## config.mk

```make
export PLATFORM = sky130hd
export DESIGN_NAME = ept_engine
export DESIGN_NICKNAME = d
export VERILOG_FILES = /design/src/rtl/ept_pkg.sv /design/src/rtl/ept_irq_gen.sv /design/src/rtl/ept_xfer_fsm.sv /design/src/rtl/ept_engine.sv
export SDC_FILE = /design/constraint.sdc
export NUM_CORES = 1
export LEC_CHECK = 0
export BUFFER_PORTS_ARGS = -buffer_cell sky130_fd_sc_hd__buf_4
export CAP_MARGIN = 15
export CORE_MARGIN = 5
export CORE_UTILIZATION = 50
export CTS_CLUSTER_DIAMETER = 60
export DETAILED_ROUTE_END_ITERATION = 8
export PLACE_DENSITY_LB_ADDON = 0.3
export SLEW_MARGIN = 40
export SYNTH_ARGS = -nofsm -noshare
export SYNTH_HDL_FRONTEND = slang
export SYNTH_SLANG_ARGS = --single-unit
```

## constraint.sdc

```tcl
create_clock -name clk_i -period 5.25 [get_ports clk_i]
set_input_delay 1.05 -clock clk_i [delete_from_list [all_inputs] [get_ports clk_i]]
set_output_delay 1.05 -clock clk_i [all_outputs]
set_load 0.02 [all_outputs]
```

## src/rtl/ept_pkg.sv

```systemverilog
package ept_pkg;
   localparam int REG_AW = 4;
   localparam int CMD_W  = 6;
   localparam int STAT_W = 9;

   localparam logic [REG_AW-1:0] A_CMD   = 4'd0;
   localparam logic [REG_AW-1:0] A_STAT  = 4'd1;
   localparam logic [REG_AW-1:0] A_MAGIC = 4'd2;
   localparam logic [REG_AW-1:0] A_ITYPE = 4'd3;
   localparam logic [REG_AW-1:0] A_INUM  = 4'd4;
   localparam logic [REG_AW-1:0] A_SRC   = 4'd5;
   localparam logic [REG_AW-1:0] A_DST   = 4'd6;
   localparam logic [REG_AW-1:0] A_LEN   = 4'd7;
   localparam logic [REG_AW-1:0] A_CHK   = 4'd8;

   localparam int S_RD_OK   = 0;
   localparam int S_RD_FAIL = 1;
   localparam int S_WR_OK   = 2;
   localparam int S_WR_FAIL = 3;
   localparam int S_CP_OK   = 4;
   localparam int S_CP_FAIL = 5;
   localparam int S_IRQ     = 6;
   localparam int S_SRC_BAD = 7;
   localparam int S_DST_BAD = 8;

   typedef enum logic [1:0] {K_LEGACY = 2'd0, K_MSI = 2'd1, K_MSIX = 2'd2, K_NONE = 2'd3} irq_kind_e;
   typedef enum logic [1:0] {ST_IDLE, ST_RD, ST_WR, ST_FIN} xfer_st_e;
   typedef enum logic [1:0] {OP_IRQ, OP_RD, OP_WR, OP_CP} xfer_op_e;

   function automatic logic [STAT_W-1:0] stat_bit(input int b);
      return {{(STAT_W-1){1'b0}}, 1'b1} << b;
   endfunction
endpackage

```

## src/rtl/ept_irq_gen.sv

```systemverilog
module ept_irq_gen #(
   parameter int MSI_MAX  = 32,
   parameter int MSIX_MAX = 2048,
   parameter int VEC_W    = 12,
   parameter bit OUT_REG  = 1'b1
) (
   input  logic             clk_i,
   input  logic             rst_ni,
   input  logic             fire_i,
   input  logic [1:0]       kind_i,
   input  logic [31:0]      num_i,
   output logic             ok_o,
   output logic [2:0]       pulse_o,
   output logic [VEC_W-1:0] vec_o
);
   import ept_pkg::*;

   logic legal;

   always_comb begin
      unique case (irq_kind_e'(kind_i))
         K_LEGACY: legal = (num_i == 32'd0);
         K_MSI:    legal = (num_i >= 32'd1) && (num_i <= 32'(MSI_MAX));
         K_MSIX:   legal = (num_i >= 32'd1) && (num_i <= 32'(MSIX_MAX));
         default:  legal = 1'b0;
      endcase
   end

   assign ok_o = fire_i && legal;

   for (genvar k = 0; k < 3; k++) begin : g_line
      logic hit;
      assign hit = ok_o && (kind_i == 2'(k));
      if (OUT_REG) begin : g_reg
         logic p_q;
         always_ff @(posedge clk_i) begin
            if (!rst_ni) p_q <= 1'b0;
            else         p_q <= hit;
         end
         assign pulse_o[k] = p_q;
      end else begin : g_comb
         assign pulse_o[k] = hit;
      end
   end

   if (OUT_REG) begin : g_vec_reg
      logic [VEC_W-1:0] v_q;
      always_ff @(posedge clk_i) begin
         if (!rst_ni) v_q <= '0;
         else         v_q <= ok_o ? num_i[VEC_W-1:0] : '0;
      end
      assign vec_o = v_q;
   end else begin : g_vec_comb
      assign vec_o = ok_o ? num_i[VEC_W-1:0] : '0;
   end
endmodule

```

## src/rtl/ept_xfer_fsm.sv

```systemverilog
module ept_xfer_fsm #(
   parameter int ADDR_W = 32,
   parameter int LEN_W  = 16
) (
   input  logic                       clk_i,
   input  logic                       rst_ni,
   input  logic [ept_pkg::CMD_W-1:0]  cmd_i,
   input  logic [ADDR_W-1:0]          src_i,
   input  logic [ADDR_W-1:0]          dst_i,
   input  logic [LEN_W-1:0]           len_i,
   input  logic [31:0]                chk_ref_i,
   input  logic [1:0]                 irq_type_i,
   output logic                       mem_req_o,
   output logic                       mem_we_o,
   output logic [ADDR_W-1:0]          mem_addr_o,
   output logic [31:0]                mem_wdata_o,
   input  logic                       mem_ack_i,
   input  logic [31:0]                mem_rdata_i,
   output logic                       done_o,
   output logic [ept_pkg::STAT_W-1:0] flags_o,
   output logic [1:0]                 irq_kind_o,
   output logic                       chk_we_o,
   output logic [31:0]                chk_o
);
   import ept_pkg::*;

   xfer_st_e          state_q;
   xfer_op_e          op_q;
   irq_kind_e         kind_q;
   logic [LEN_W-1:0]  cnt_q;
   logic [31:0]       acc_q, buf_q;
   logic [STAT_W-1:0] flags_q;

   logic [CMD_W-1:0] lowest;
   logic             last, src_bad, dst_bad, len_zero;
   logic [31:0]      acc_rd, acc_wr;

   function automatic logic addr_bad(input logic [ADDR_W-1:0] a);
      return (a == '0) || (a[1:0] != 2'b00);
   endfunction

   always_comb begin
      lowest   = cmd_i & (~cmd_i + CMD_W'(1));
      last     = (cnt_q == (len_i - LEN_W'(1)));
      len_zero = (len_i == '0);
      src_bad  = addr_bad(src_i);
      dst_bad  = addr_bad(dst_i);
      acc_rd   = acc_q ^ mem_rdata_i;
      acc_wr   = acc_q ^ 32'(cnt_q);
   end

   always_ff @(posedge clk_i) begin
      if (!rst_ni) begin
         state_q <= ST_IDLE;
         op_q    <= OP_IRQ;
         kind_q  <= K_NONE;
         cnt_q   <= '0;
         acc_q   <= '0;
         buf_q   <= '0;
         flags_q <= '0;
      end else begin
         unique case (state_q)
            ST_IDLE: if (cmd_i != '0) begin
               cnt_q   <= '0;
               acc_q   <= '0;
               flags_q <= '0;
               kind_q  <= irq_kind_e'(irq_type_i);
               state_q <= ST_FIN;
               if (|lowest[2:0]) begin
                  op_q   <= OP_IRQ;
                  kind_q <= lowest[0] ? K_LEGACY : (lowest[1] ? K_MSI : K_MSIX);
               end else if (lowest[3]) begin
                  op_q <= OP_RD;
                  if (src_bad)       flags_q <= stat_bit(S_RD_FAIL) | stat_bit(S_SRC_BAD);
                  else if (len_zero) flags_q <= stat_bit((chk_ref_i == '0) ? S_RD_OK : S_RD_FAIL);
                  else               state_q <= ST_RD;
               end else if (lowest[4]) begin
                  op_q <= OP_WR;
                  if (dst_bad)       flags_q <= stat_bit(S_WR_FAIL) | stat_bit(S_DST_BAD);
                  else if (len_zero) flags_q <= stat_bit(S_WR_OK);
                  else               state_q <= ST_WR;
               end else begin
                  op_q <= OP_CP;
                  if (src_bad || dst_bad)
                     flags_q <= stat_bit(S_CP_FAIL)
                              | (src_bad ? stat_bit(S_SRC_BAD) : '0)
                              | (dst_bad ? stat_bit(S_DST_BAD) : '0);
                  else if (len_zero) flags_q <= stat_bit(S_CP_OK);
                  else               state_q <= ST_RD;
               end
            end
            ST_RD: if (mem_ack_i) begin
               if (op_q == OP_CP) begin
                  buf_q   <= mem_rdata_i;
                  state_q <= ST_WR;
               end else begin
                  acc_q <= acc_rd;
                  cnt_q <= cnt_q + LEN_W'(1);
                  if (last) begin
                     flags_q <= stat_bit((acc_rd == chk_ref_i) ? S_RD_OK : S_RD_FAIL);
                     state_q <= ST_FIN;
                  end
               end
            end
            ST_WR: if (mem_ack_i) begin
               acc_q <= acc_wr;
               cnt_q <= cnt_q + LEN_W'(1);
               if (last) begin
                  flags_q <= stat_bit((op_q == OP_CP) ? S_CP_OK : S_WR_OK);
                  state_q <= ST_FIN;
               end else if (op_q == OP_CP) begin
                  state_q <= ST_RD;
               end
            end
            default: state_q <= ST_IDLE;
         endcase
      end
   end

   assign mem_req_o   = (state_q == ST_RD) || (state_q == ST_WR);
   assign mem_we_o    = (state_q == ST_WR);
   assign mem_addr_o  = ((state_q == ST_RD) ? src_i : dst_i) + ADDR_W'({cnt_q, 2'b00});
   assign mem_wdata_o = (op_q == OP_CP) ? buf_q : 32'(cnt_q);
   assign done_o      = (state_q == ST_FIN);
   assign flags_o     = flags_q;
   assign irq_kind_o  = kind_q;
   assign chk_we_o    = done_o && (op_q == OP_WR) && flags_q[S_WR_OK];
   assign chk_o       = acc_q;
endmodule

```

## src/rtl/ept_engine.sv

```systemverilog
module ept_engine #(
   parameter int ADDR_W      = 32,
   parameter int LEN_W       = 16,
   parameter int MSI_MAX     = 32,
   parameter int MSIX_MAX    = 2048,
   parameter int VEC_W       = 12,
   parameter bit IRQ_OUT_REG = 1'b1
) (
   input  logic              clk_i,
   input  logic              rst_ni,
   input  logic              reg_wr_i,
   input  logic [3:0]        reg_addr_i,
   input  logic [31:0]       reg_wdata_i,
   output logic [31:0]       reg_rdata_o,
   output logic              mem_req_o,
   output logic              mem_we_o,
   output logic [ADDR_W-1:0] mem_addr_o,
   output logic [31:0]       mem_wdata_o,
   input  logic              mem_ack_i,
   input  logic [31:0]       mem_rdata_i,
   output logic              irq_legacy_o,
   output logic              irq_msi_o,
   output logic              irq_msix_o,
   output logic [VEC_W-1:0]  irq_vec_o
);
   import ept_pkg::*;

   if (MSI_MAX < 1 || MSI_MAX > MSIX_MAX) begin : g_bad_msi
      $error("MSI_MAX must lie in 1..MSIX_MAX");
   end
   if (MSIX_MAX >= (1 << VEC_W)) begin : g_bad_vec
      $error("VEC_W too narrow for MSIX_MAX");
   end
   if (ADDR_W < 8 || ADDR_W > 32 || LEN_W < 1 || LEN_W + 2 > ADDR_W) begin : g_bad_width
      $error("ADDR_W/LEN_W out of range");
   end

   logic [31:0]       magic_q, chk_q, inum_q;
   logic [CMD_W-1:0]  cmd_q;
   logic [STAT_W-1:0] status_q;
   logic [ADDR_W-1:0] src_q, dst_q;
   logic [LEN_W-1:0]  len_q;
   logic [1:0]        itype_q;

   logic              done, chk_we, irq_ok;
   logic [STAT_W-1:0] flags;
   logic [1:0]        kind;
   logic [31:0]       chk_new;
   logic [2:0]        pulses;

   ept_xfer_fsm #(.ADDR_W(ADDR_W), .LEN_W(LEN_W)) u_xfer (
      .clk_i, .rst_ni,
      .cmd_i(cmd_q), .src_i(src_q), .dst_i(dst_q), .len_i(len_q),
      .chk_ref_i(chk_q), .irq_type_i(itype_q),
      .mem_req_o, .mem_we_o, .mem_addr_o, .mem_wdata_o, .mem_ack_i, .mem_rdata_i,
      .done_o(done), .flags_o(flags), .irq_kind_o(kind),
      .chk_we_o(chk_we), .chk_o(chk_new)
   );

   ept_irq_gen #(.MSI_MAX(MSI_MAX), .MSIX_MAX(MSIX_MAX), .VEC_W(VEC_W), .OUT_REG(IRQ_OUT_REG)) u_irq (
      .clk_i, .rst_ni,
      .fire_i(done), .kind_i(kind), .num_i(inum_q),
      .ok_o(irq_ok), .pulse_o(pulses), .vec_o(irq_vec_o)
   );

   assign irq_legacy_o = pulses[0];
   assign irq_msi_o    = pulses[1];
   assign irq_msix_o   = pulses[2];

   always_ff @(posedge clk_i) begin
      if (!rst_ni) begin
         magic_q  <= '0;
         cmd_q    <= '0;
         status_q <= '0;
         src_q    <= '0;
         dst_q    <= '0;
         len_q    <= '0;
         chk_q    <= '0;
         itype_q  <= '0;
         inum_q   <= '0;
      end else begin
         if (reg_wr_i) begin
            unique case (reg_addr_i)
               A_CMD: if (cmd_q == '0) begin
                  cmd_q    <= reg_wdata_i[CMD_W-1:0];
                  status_q <= '0;
               end
               A_MAGIC: magic_q <= reg_wdata_i;
               A_ITYPE: itype_q <= reg_wdata_i[1:0];
               A_INUM:  inum_q  <= reg_wdata_i;
               A_SRC:   src_q   <= reg_wdata_i[ADDR_W-1:0];
               A_DST:   dst_q   <= reg_wdata_i[ADDR_W-1:0];
               A_LEN:   len_q   <= reg_wdata_i[LEN_W-1:0];
               A_CHK:   chk_q   <= reg_wdata_i;
               default: ;
            endcase
         end
         if (done) begin
            cmd_q           <= '0;
            status_q        <= flags;
            status_q[S_IRQ] <= irq_ok;
         end
         if (chk_we) chk_q <= chk_new;
      end
   end

   always_comb begin
      unique case (reg_addr_i)
         A_CMD:   reg_rdata_o = 32'(cmd_q);
         A_STAT:  reg_rdata_o = 32'(status_q);
         A_MAGIC: reg_rdata_o = magic_q;
         A_ITYPE: reg_rdata_o = 32'(itype_q);
         A_INUM:  reg_rdata_o = inum_q;
         A_SRC:   reg_rdata_o = 32'(src_q);
         A_DST:   reg_rdata_o = 32'(dst_q);
         A_LEN:   reg_rdata_o = 32'(len_q);
         A_CHK:   reg_rdata_o = chk_q;
         default: reg_rdata_o = '0;
      endcase
   end
endmodule

```

### Word-level counts from Yosys, hierarchy flattened

Index checks and enable logic that the tools add are counted.

* add/sub/neg operators: 4
* order comparisons: 3
* muxes and demuxes: 64
* bitwise operators: 6
* reductions and logical operators: 47
* eq/ne operators: 25
* shift operators: 3

Operators by type and width (count)
* 32-bit 2-to-1 mux: 9
* 32-bit one-hot mux with 9 select lines: 1
* 9-bit 2-to-1 mux: 18
* 32-bit zero test: 4
* 32-bit one-hot mux with 3 select lines: 1
* 1-bit by 32-bit << shifter with 9-bit output (first input constant): 3
* 16-bit 2-to-1 mux: 4
* 16-bit one-hot mux with 3 select lines: 1
* 2-bit 2-to-1 mux: 19
* 32-bit by 18-bit adder with 32-bit output: 1
* 32-bit == test: 1
* 32-bit by 1-bit greater-or-equal comparator with 1-bit output (second input constant): 1
* 32-bit by 12-bit less-or-equal comparator with 1-bit output (second input constant): 1
* 32-bit by 6-bit less-or-equal comparator with 1-bit output (second input constant): 1
* 32-bit by 16-bit bitwise XOR with 32-bit output: 1
* 32-bit bitwise XOR: 1
* 9-bit one-hot mux with 3 select lines: 1
* 2-bit AND reduction: 9
* 16-bit by 1-bit adder with 16-bit output (second input constant): 1
* 16-bit == test: 1
* 4-bit by 3-bit == test with 1-bit output (second input constant): 4
* 16-bit zero test: 1
* 16-bit by 1-bit subtractor with 16-bit output (second input constant): 1
* 2-bit nonzero test: 7
* other kinds (32): 60

* input bits: 72
* register bits after elaboration: 303
* word-level logic and storage cells: 172

### Logic depth before layout (Yosys ltp)

Gate-level depths: netlist of the first run.

* word-level depth: 10
* depth in mapped cells: 17
* gate-level depth less buffers: 13

### Cells and area by module

Synthesis of the first run repeated with hierarchy kept, for this count alone.

* cell total of the unflattened synthesis: 2179
* area, all modules: 17458.0 um2

Modules (own cells, without submodules)
* ept_engine: cells an instance 1099, instances 1, seq. area each 3863.7 um2, area each 9085.0 um2
* ept_xfer_fsm: cells an instance 988, instances 1, seq. area each 1901.8 um2, area each 7513.5 um2
* ept_irq_gen: cells an instance 92, instances 1, seq. area each 300.3 um2, area each 859.6 um2

### Worst setup path before layout of the first run

No wires, ideal clock.

* path kind: reg2out
* start: reg u_xfer.state_q[1]
* end: out mem_addr_o[27]
* arrival time: 4.301 ns
* data required time: 4.200 ns
* stages on the path, launching flop included: 17
* path slack: -0.101 ns
* path through: dfxtp_1 > inv_1 > ha_1 > buf_4 > clkbuf_1 > clkbuf_1 > clkbuf_1 > mux2_2 > ha_1 > a211oi_1 > o21ai_0 > a31oi_1 > o21ai_0 > a31oi_1 > a21o_1 > nor4_1 > xnor2_1

* longest elaborated chain between the ends: 3

Ends and longest elaborated chain
* from (decl): line ept_xfer_fsm.sv:27 `xfer_st_e state_q;`
* from (signal assigned): line ept_xfer_fsm.sv:54 `state_q <= ST_IDLE;`
* from (signal assigned): line ept_xfer_fsm.sv:68 `state_q <= ST_FIN;`
* from (signal assigned): line ept_xfer_fsm.sv:76 `else state_q <= ST_RD;`
* 2-bit by 1-bit == test with 1-bit output: line ept_xfer_fsm.sv:122 `assign mem_addr_o = ((state_q == ST_RD) ? src_i : dst_i) + ADDR_W'({cnt_q, 2'b00});`
* 32-bit 2-to-1 mux: line ept_xfer_fsm.sv:122
* 32-bit by 18-bit adder with 32-bit output: line ept_xfer_fsm.sv:122
* to (decl): line ept_engine.sv:17 `output logic [ADDR_W-1:0] mem_addr_o,`

Every way passes these cells.

### Worst setup path in the final report of the first run

* start: reg u_xfer.state_q[1]
* end: out mem_addr_o[20]

Same word-level chain as after synthesis.

==> results of run 1 <==
==> cell usage in the layout (no fill, tap or decap), types with 10 or more instances in the layout <==
cell       synthesis  layout
nand3b_1          19      19
ha_1              27      26
nand2_1          420     419
clkbuf_16          0      37
nor3_1            42      38
buf_4              3     216
nor2_1           142     139
and3_1            25      25
nand4_1           14      14
nand3_1           42      42
mux2_2            37      37
a21oi_1          248     248
xnor2_1           96      96
inv_1             20      20
nand2b_1          10      10
nor4_1            40      39
o221ai_1          16      16
a211oi_1          33      33
dfxtp_1          302     302
a222oi_1          23      23
a22oi_1           61      61
mux2i_1           51      50
xor2_1            25      25
o21ai_0           31      30
and2_1            21      20
==> worst max path at each step <==
stage | start | endpoint | cells past startpoint | slack [ns]
after detailed placement | u_xfer.state_q[1] | mem_addr_o[27] | 13 | 0.43
after floorplan | u_xfer.state_q[1] | mem_addr_o[27] | 16 | 0.03
after global placement | u_xfer.state_q[1] | mem_addr_o[27] | 13 | 0.46
after global routing | u_xfer.state_q[1] | mem_addr_o[20] | 14 | 0.003
final | u_xfer.state_q[1] | mem_addr_o[20] | 14 | 0.12
after CTS | u_xfer.state_q[1] | mem_addr_o[20] | 14 | 0.11
==> power breakdown <==
group	leakage [nW]	switching (mW)	total (mW)	internal (mW)
Sequential	2.44	0.0821	2.43	2.35
Combinational	4.06	0.570	0.883	0.313
Clock	0.581	1.02	2.52	1.50
==> worst max-delay path: stages (launching register included) <==
cell      delay [ns]
dfxtp_1         0.35
inv_1           0.13
ha_4            0.25
buf_4           0.19
mux2_2          0.33
ha_1            0.41
a21oi_1         0.15
a21oi_1         0.16
and3_1          0.17
nand3_1         0.19
nand3_1         0.21
o21ai_2         0.17
or4_1           0.49
o211ai_1        0.15
buf_4           0.20
==> registers in the layout, indices dropped and copies added (netlist names) <==
| register | flops |
|---|---|
| chk_q | 32 |
| cmd_q | 6 |
| dst_q | 32 |
| inum_q | 32 |
| itype_q | 2 |
| len_q | 16 |
| magic_q | 32 |
| src_q | 32 |
| status_q | 9 |
| u_irq.g_line.g_reg.p_q | 3 |
| u_irq.vec_o | 12 |
| u_xfer.buf_q | 32 |
| u_xfer.chk_o | 32 |
| u_xfer.cnt_q | 16 |
| u_xfer.flags_o | 8 |
| u_xfer.irq_kind_o | 2 |
| u_xfer.op_q | 2 |
| u_xfer.state_q | 2 |
==> area by class of cell <==
cell class | instances | area [sq um]
timing repair buffer | 217 | 1630
clock inverter | 15 | 155
antenna | 2 | 5.00
inverter | 21 | 83.8
multi-input combinational | 1549 | 9380
fill | 2846 | 12800
tap | 402 | 503
clock buffer | 49 | 1040
sequential | 302 | 6050
==> what timing repair did <==
item / CTS / global route
resized for setup: 3 / 4
hold buffers: 0 / 0
endpoints found under the setup margin: 7 / 13
==> cells by family (layout without fill, tap and decap cells) <==
kind of cell / Yosys count / count (layout) / share of synthesized area (%)
flip-flops: 302 / 302 / 37.7
AND/OR/NAND/NOR: 827 / 827 / 23.8
other: 0 / 2 / 0
buffers and inverters: 170 / 302 / 4.34
adder cells (fa/ha/maj): 28 / 28 / 2.23
XOR/XNOR: 121 / 121 / 6.62
AO/OA/AOI/OAI: 484 / 484 / 19.3
multiplexers: 89 / 89 / 5.93
==> metal layers <==
layer | global-route usage, % | up-vias
li1 | - | 7377
met5 | 0 | -
met2 | 45.4 | 926
met4 | 9.78 | 0
met3 | 8.70 | 121
met1 | 43.2 | 7638
==> impl_results.md, run 1 <==
- Max_cap viols: 0
- Clock Skews: roughly 0.01 ns
- Post-synthesis cell type count: 80
- Reg2reg start: u_xfer.state_q[1]
- Clk_lat worst skew: 0.51 ns
- Top layer in use: met4
- Total number of H-tree levels: 2
- Met3 Wirelength: 7.05 mm
- Num Clock Sinks: slightly above 300
- CP Max Fanout: 10
- CP required: roughly 4.2 ns
- Dpl ws: roughly 0.43 ns
- Power Dens Cells: 310 nW/um^2
- Post-route cell area: 18800 sq um
- DP HPWL: just over 40 mm
- Post-synth EDFFs: 0
- Finished Layout Cells: roughly 2600
- Status: complete, no violations
- Synth top area share: between 30% and 40%
- Horiz. Die Dim: 189 um
- Hold Vio Cnt, Final: 0
- Syn Inst Count: slightly above 2000
- Mean post-synth cell area: 7.93 sq um
- Final nets: 2227
- Mapped cell area: 16000 sq um
- Share of layout cells above drive strength 1: 16.6%
- Placed cell area: 17600 sq um
- Die Ht: between 150 and 200 um
- Final period utilization: 97.7%
- Detailed Routing Iterations Pass 1: 9
- Count leader, synth: nand2_1
- Grt total ovfl: 0
- Hold Path Sink: u_xfer.buf_q[23]
- LEAKAGE: 7.08 nW
- Fin crit period: 5.13 ns
- Critical setup path kind: reg -> out
- Final total power: 5.83 mW
- Setup TNS: 0 ns
- Top post-synthesis cells by count: 420 x nand2_1, 302 x dfxtp_1, 248 x a21oi_1
- Final WS setup: 0.122 ns
- WL met1: 24.0 mm
- Core ar.: 31600 sq um
- GPL Wtd Cong: ~0.94
- Util after Layout: about three fifths
- Antenna viol nets, final: 0
- Max frequency: 195 MHz
- Post-synthesis sequential area ratio: ~38%
- Worst Path Arrival: 4.08 ns
- Wirelength per Cell: 22.3 um
- Worst-Margin Slew: 0.991 ns
- Initial DRC count: 2114
- Clk Tree Root Cell: clkbuf_16
- Global-route wire length before repair: about 87 mm
- Vias/cell: 6.28
- Top cells by area, synth: dfxtp_1 38%, nand2_1 9.8%, a21oi_1 7.7%
- Post-CTS Setup Inserts: 0
- Ys Warns: 0
- Min Hold Slack: around 0.45 ns
- # rows: 65
- Crit path launch type: flip-flop
- Fin. max-slew vios: 0
- R2R cell count: 10
- Worst Setup End Kind: output port
- Routed wire length: 57.0 mm
- DRC: 0
- I/O pin count: 185
- CTS tree: built
- Main synth FF type: dfxtp_1
- Gr usage total: 30.6%
- Reg clk slew, reported paths: 0.06 ns
- RSZ-0062 raised after global routing: false
- Hold path depth: 2
- Initial antenna violation count: 1
- Syn_nets: 2121
- Number of global-route vias before repair: 14900
- Hold crit path type: reg -> reg
- # setup viols final: 0
- Starting Density: about 50%
- Inst Count DP: 2491
- Die area: 35700 sq um
- Peak supply drop: 0.000313 V
- Via count: about 16000
- Dominant cell type by area after synthesis: dfxtp_1
- Routed wl met2: 24.1 mm
- Largest net degree at the start of global routing: 84
- Start point of the worst hold path: u_xfer.buf_q[23]
- Slew Limit Headroom: 33.3%
- #FFs+latches synth: 302
- CTS buffer count: 36
- Layout Area Growth over Synthesis: 17.6%
- Worst-case clock buffer depth: 3
- Asr flop ratio synth: 0%
- Port Buffers: 184
- R2r endpoint: u_xfer.chk_o[17]
- Reg2reg setup slack: ~1.9 ns
(Power assumes the default switching activity.)
==> inputs of run 2 (changes only) <==
--- a/config.mk
+++ b/config.mk
@@ -5,6 +5,7 @@
 export SDC_FILE = /design/constraint.sdc
 export NUM_CORES = 1
 export LEC_CHECK = 0
+export ABC_AREA = 1
 export BUFFER_PORTS_ARGS = -buffer_cell sky130_fd_sc_hd__buf_4
 export CAP_MARGIN = 15
 export CORE_MARGIN = 5
==> impl_results.md, run 2 <==
- Status: complete, no violations (unchanged)
- Count leader, synth: nand2_1 (unchanged)
- GPL Wtd Cong: 1.06 (was 0.939)
- Crit-path max cell delay: 0.41 ns (was 0.49 ns)
- Die area: 36000 sq um (was 35700 sq um)
- #FFs+latches synth: 302 (unchanged)
- Ys Warns: 0 (unchanged)
- Via count: 16800 (was 16100)
- Largest net degree at the start of global routing: 212 (was 84)
- CP required: 4.20 ns (about the same)
- Reg clk slew, reported paths: 0.06 ns (about the same)
- Top cells by area, synth: dfxtp_1 37%, o21ai_0 9.8%, nand2_1 8.6% (was dfxtp_1 38%, nand2_1 9.8%, a21oi_1 7.7%)
- Hold path depth: 2 (unchanged)
- Dpl ws: 0.861 ns (was 0.435 ns)
- Final nets: 2553 (was 2227)
- Post-CTS Setup Inserts: 0 (unchanged)
- Detailed Routing Iterations Pass 1: 6 (was 9)
- Power Dens Cells: 349 nW/um^2 (was 310 nW/um^2)
- Worst path cell trace: inv_1, ha_2, buf_6, o21ai_0, ha_1, nand2_1, inv_1, a21oi_1, o21ai_1, a21oi_1, o21ai_2, nand2_1, nor2_1, xor2_1, buf_4 (was inv_1, ha_4, buf_4, mux2_2, ha_1, a21oi_1, a21oi_1, and3_1, nand3_1, nand3_1, o21ai_2, or4_1, o211ai_1, buf_4)
- Starting Density: 51.0% (was 50.6%)
- CTS Hold Bufs: 0 (unchanged)
- Post-synth EDFFs: 0 (unchanged)
- LEAKAGE: 7.81 nW (was 7.08 nW)
- Vias/cell: 5.83 (was 6.28)
- Post-synthesis cell type count: 54 (was 80)
- # setup viols final: 0 (unchanged)
- Grt total ovfl: 0 (unchanged)
- Gr usage total: 31.4% (was 30.6%)
- Final period utilization: 93.0% (was 97.7%)
- Hold crit path type: reg -> reg (unchanged)
- Post-synthesis sequential area ratio: 37.4% (was 37.7%)
- CTS buffer count: 35 (was 36)
- Layout Area Growth over Synthesis: 16.9% (was 17.6%)
- Share of layout cells above drive strength 1: 12.6% (was 16.6%)
- Critical setup path kind: reg -> out (unchanged)
- Num Clock Sinks: 302 (unchanged)
- Inst Count DP: 2818 (was 2491)
- Mean post-synth cell area: 6.92 sq um (was 7.93 sq um)
- Post_cts resized: 0 (was 3)
- Setup TNS: 0 ns (unchanged)
- Slew Limit Headroom: 39.7% (was 33.3%)
- CTS tree: built (unchanged)
- Fin crit period: 4.88 ns (was 5.13 ns)
- Initial antenna violation count: 0 (was 1)
- Largest delay share family, worst path: compound AO/OA/AOI/OAI gates (was simple AND/OR/NAND/NOR gates)
- N_diodes: 0 (was 2)
- # rows: 65 (unchanged)
- Crit path launch type: flip-flop (unchanged)
- Main synth FF type: dfxtp_1 (unchanged)
- Syn_nets: 2438 (was 2121)
- Worst Setup End Kind: output port (unchanged)
- Stages on the worst setup path: 15 (was 14)
- Hold Vio Cnt, Final: 0 (unchanged)
- I/O pin count: 185 (unchanged)
- Clk_lat worst skew: 0.51 ns (about the same)
- Most frequent cells in the layout: 364 x nand2_1, 316 x o21ai_0, 302 x dfxtp_1 (was 419 x nand2_1, 302 x dfxtp_1, 248 x a21oi_1)
- Synth top area share: 37.4% (was 37.7%)
- Final WS setup: 0.366 ns (was 0.122 ns)
- Dominant cell type by area after synthesis: dfxtp_1 (unchanged)
- CP Max Fanout: 50 (was 10)
- Core ar.: 31700 sq um (was 31600 sq um)
- Worst-case clock buffer depth: 3 (unchanged)
- Syn Inst Count: 2338 (was 2021)
- Routed wire length: 59.1 mm (was 57.0 mm)
- Leading cell type in the layout, fill and taps excluded: nand2_1 (unchanged)
- Mapped cell area: 16200 sq um (was 16000 sq um)
- Worst Path Arrival: 3.83 ns (was 4.08 ns)
- Global-route wire length before repair: 89.1 mm (was 87.5 mm)
- Top post-synthesis cells by count: 369 x nand2_1, 316 x o21ai_0, 302 x dfxtp_1 (was 420 x nand2_1, 302 x dfxtp_1, 248 x a21oi_1)
- RSZ-0062 raised after global routing: false (unchanged)
- Fin. max-slew vios: 0 (unchanged)
- WP buf/inv: 4 (was 3)
- Initial DRC count: 1926 (was 2114)
- R2R cell count: 6 (was 10)
- Die Ht: 190 um (was 189 um)
- Wirelength per Cell: 20.5 um (was 22.3 um)
- Peak supply drop: 0.000214 V (was 0.000313 V)
- Total number of H-tree levels: 2 (unchanged)
- DRC: 0 (unchanged)
- Antenna viol nets, final: 0 (unchanged)
- Horiz. Die Dim: 190 um (was 189 um)
- Max frequency: 205 MHz (was 195 MHz)
- Clock Skews: 0.0126 ns (was 0.0100 ns)
- Worst-Margin Slew: 0.904 ns (was 0.991 ns)
- Max stage delay cell, worst path: ha_2 (was or4_1)
- Port Buffers: 184 (unchanged)
- Clk Tree Root Cell: clkbuf_16 (unchanged)
- Number of global-route vias before repair: 15700 (was 14900)
- DP HPWL: 44.1 mm (was 41.2 mm)
- Max_cap viols: 0 (unchanged)
- Finished Layout Cells: 2879 (was 2557)
- Asr flop ratio synth: 0% (unchanged)
[run 2: cell types whose count changed after synthesis, moves of 43 or more]
cell and change:
o21ai_0 +285, inv_1 +269, nor2_1 +70, xnor2_1 -67
a22oi_1 -61, mux2i_1 -51, nand2_1 -51, o22ai_1 +43
[run 2: report_power, final]
| part | total (mW) | internal [mW] | switching, mW |
|---|---|---|---|
| registers | 2.52 | 2.41 | 0.110 |
| clock network | 2.53 | 1.55 | 0.980 |
| logic | 1.56 | 0.477 | 1.08 |
[run 2: worst reg2reg max path: stages (launching register included)]
cell	delay, ns
dfxtp_1	0.38
inv_1	0.08
ha_1	0.62
nand2_1	0.67
clkinv_1	0.78
a32oi_1	0.42
a21oi_1	0.11
[run 2: cell families after synthesis]
logic type      count (synthesis)  synth area share, %
xor+xnor                       95                 5.19
compound gates                738                 25.4
simple gates                  757                 19.9
buf+inv                       418                 9.84
flops                         302                 37.4
fa+ha+maj                      28                 2.21
[run 2: path summary, 6_finish.rpt]
check                                        from               end  slack, ns
worst max-delay path            u_xfer.state_q[1]    mem_addr_o[26]       0.37
worst min register to register        magic_q[26]       magic_q[26]       0.45
worst max register to register  u_xfer.state_q[0]  u_xfer.chk_o[13]       2.05
worst min-delay path                  magic_q[26]       magic_q[26]       0.45
[run 2: per-stage QoR]
stage               hold WS (ns)  power, mW  area [sq um]  utilization [%]
floorplan                  0.425       3.58         16200                -
global placement           0.438       4.06         17700             55.9
detailed placement         0.442       4.09         17700             55.9
CTS                        0.450       6.59         18900             59.6
global route               0.473       6.88         18900             59.6
finish                     0.454       6.60         18900             59.6
[run 2: layout make-up]
class	instances	area [sq um]
fill	3035	12800
clock buffer	50	982
timing repair buffer	200	1520
tap	402	503
inverter	296	1110
multi-input combinational	1618	8550
clock inverter	11	188
sequential	302	6050
[run 2: per-layer routing]
metal / share of wire, % / track usage, % / vias up
li1: - / - / 8008
met1: 40 / 39.9 / 7784
met2: 46 / 51.2 / 790
met3: 7.2 / 4.50 / 210
met4: 6.8 / 17.5 / 0
met5: 0 / 0 / -
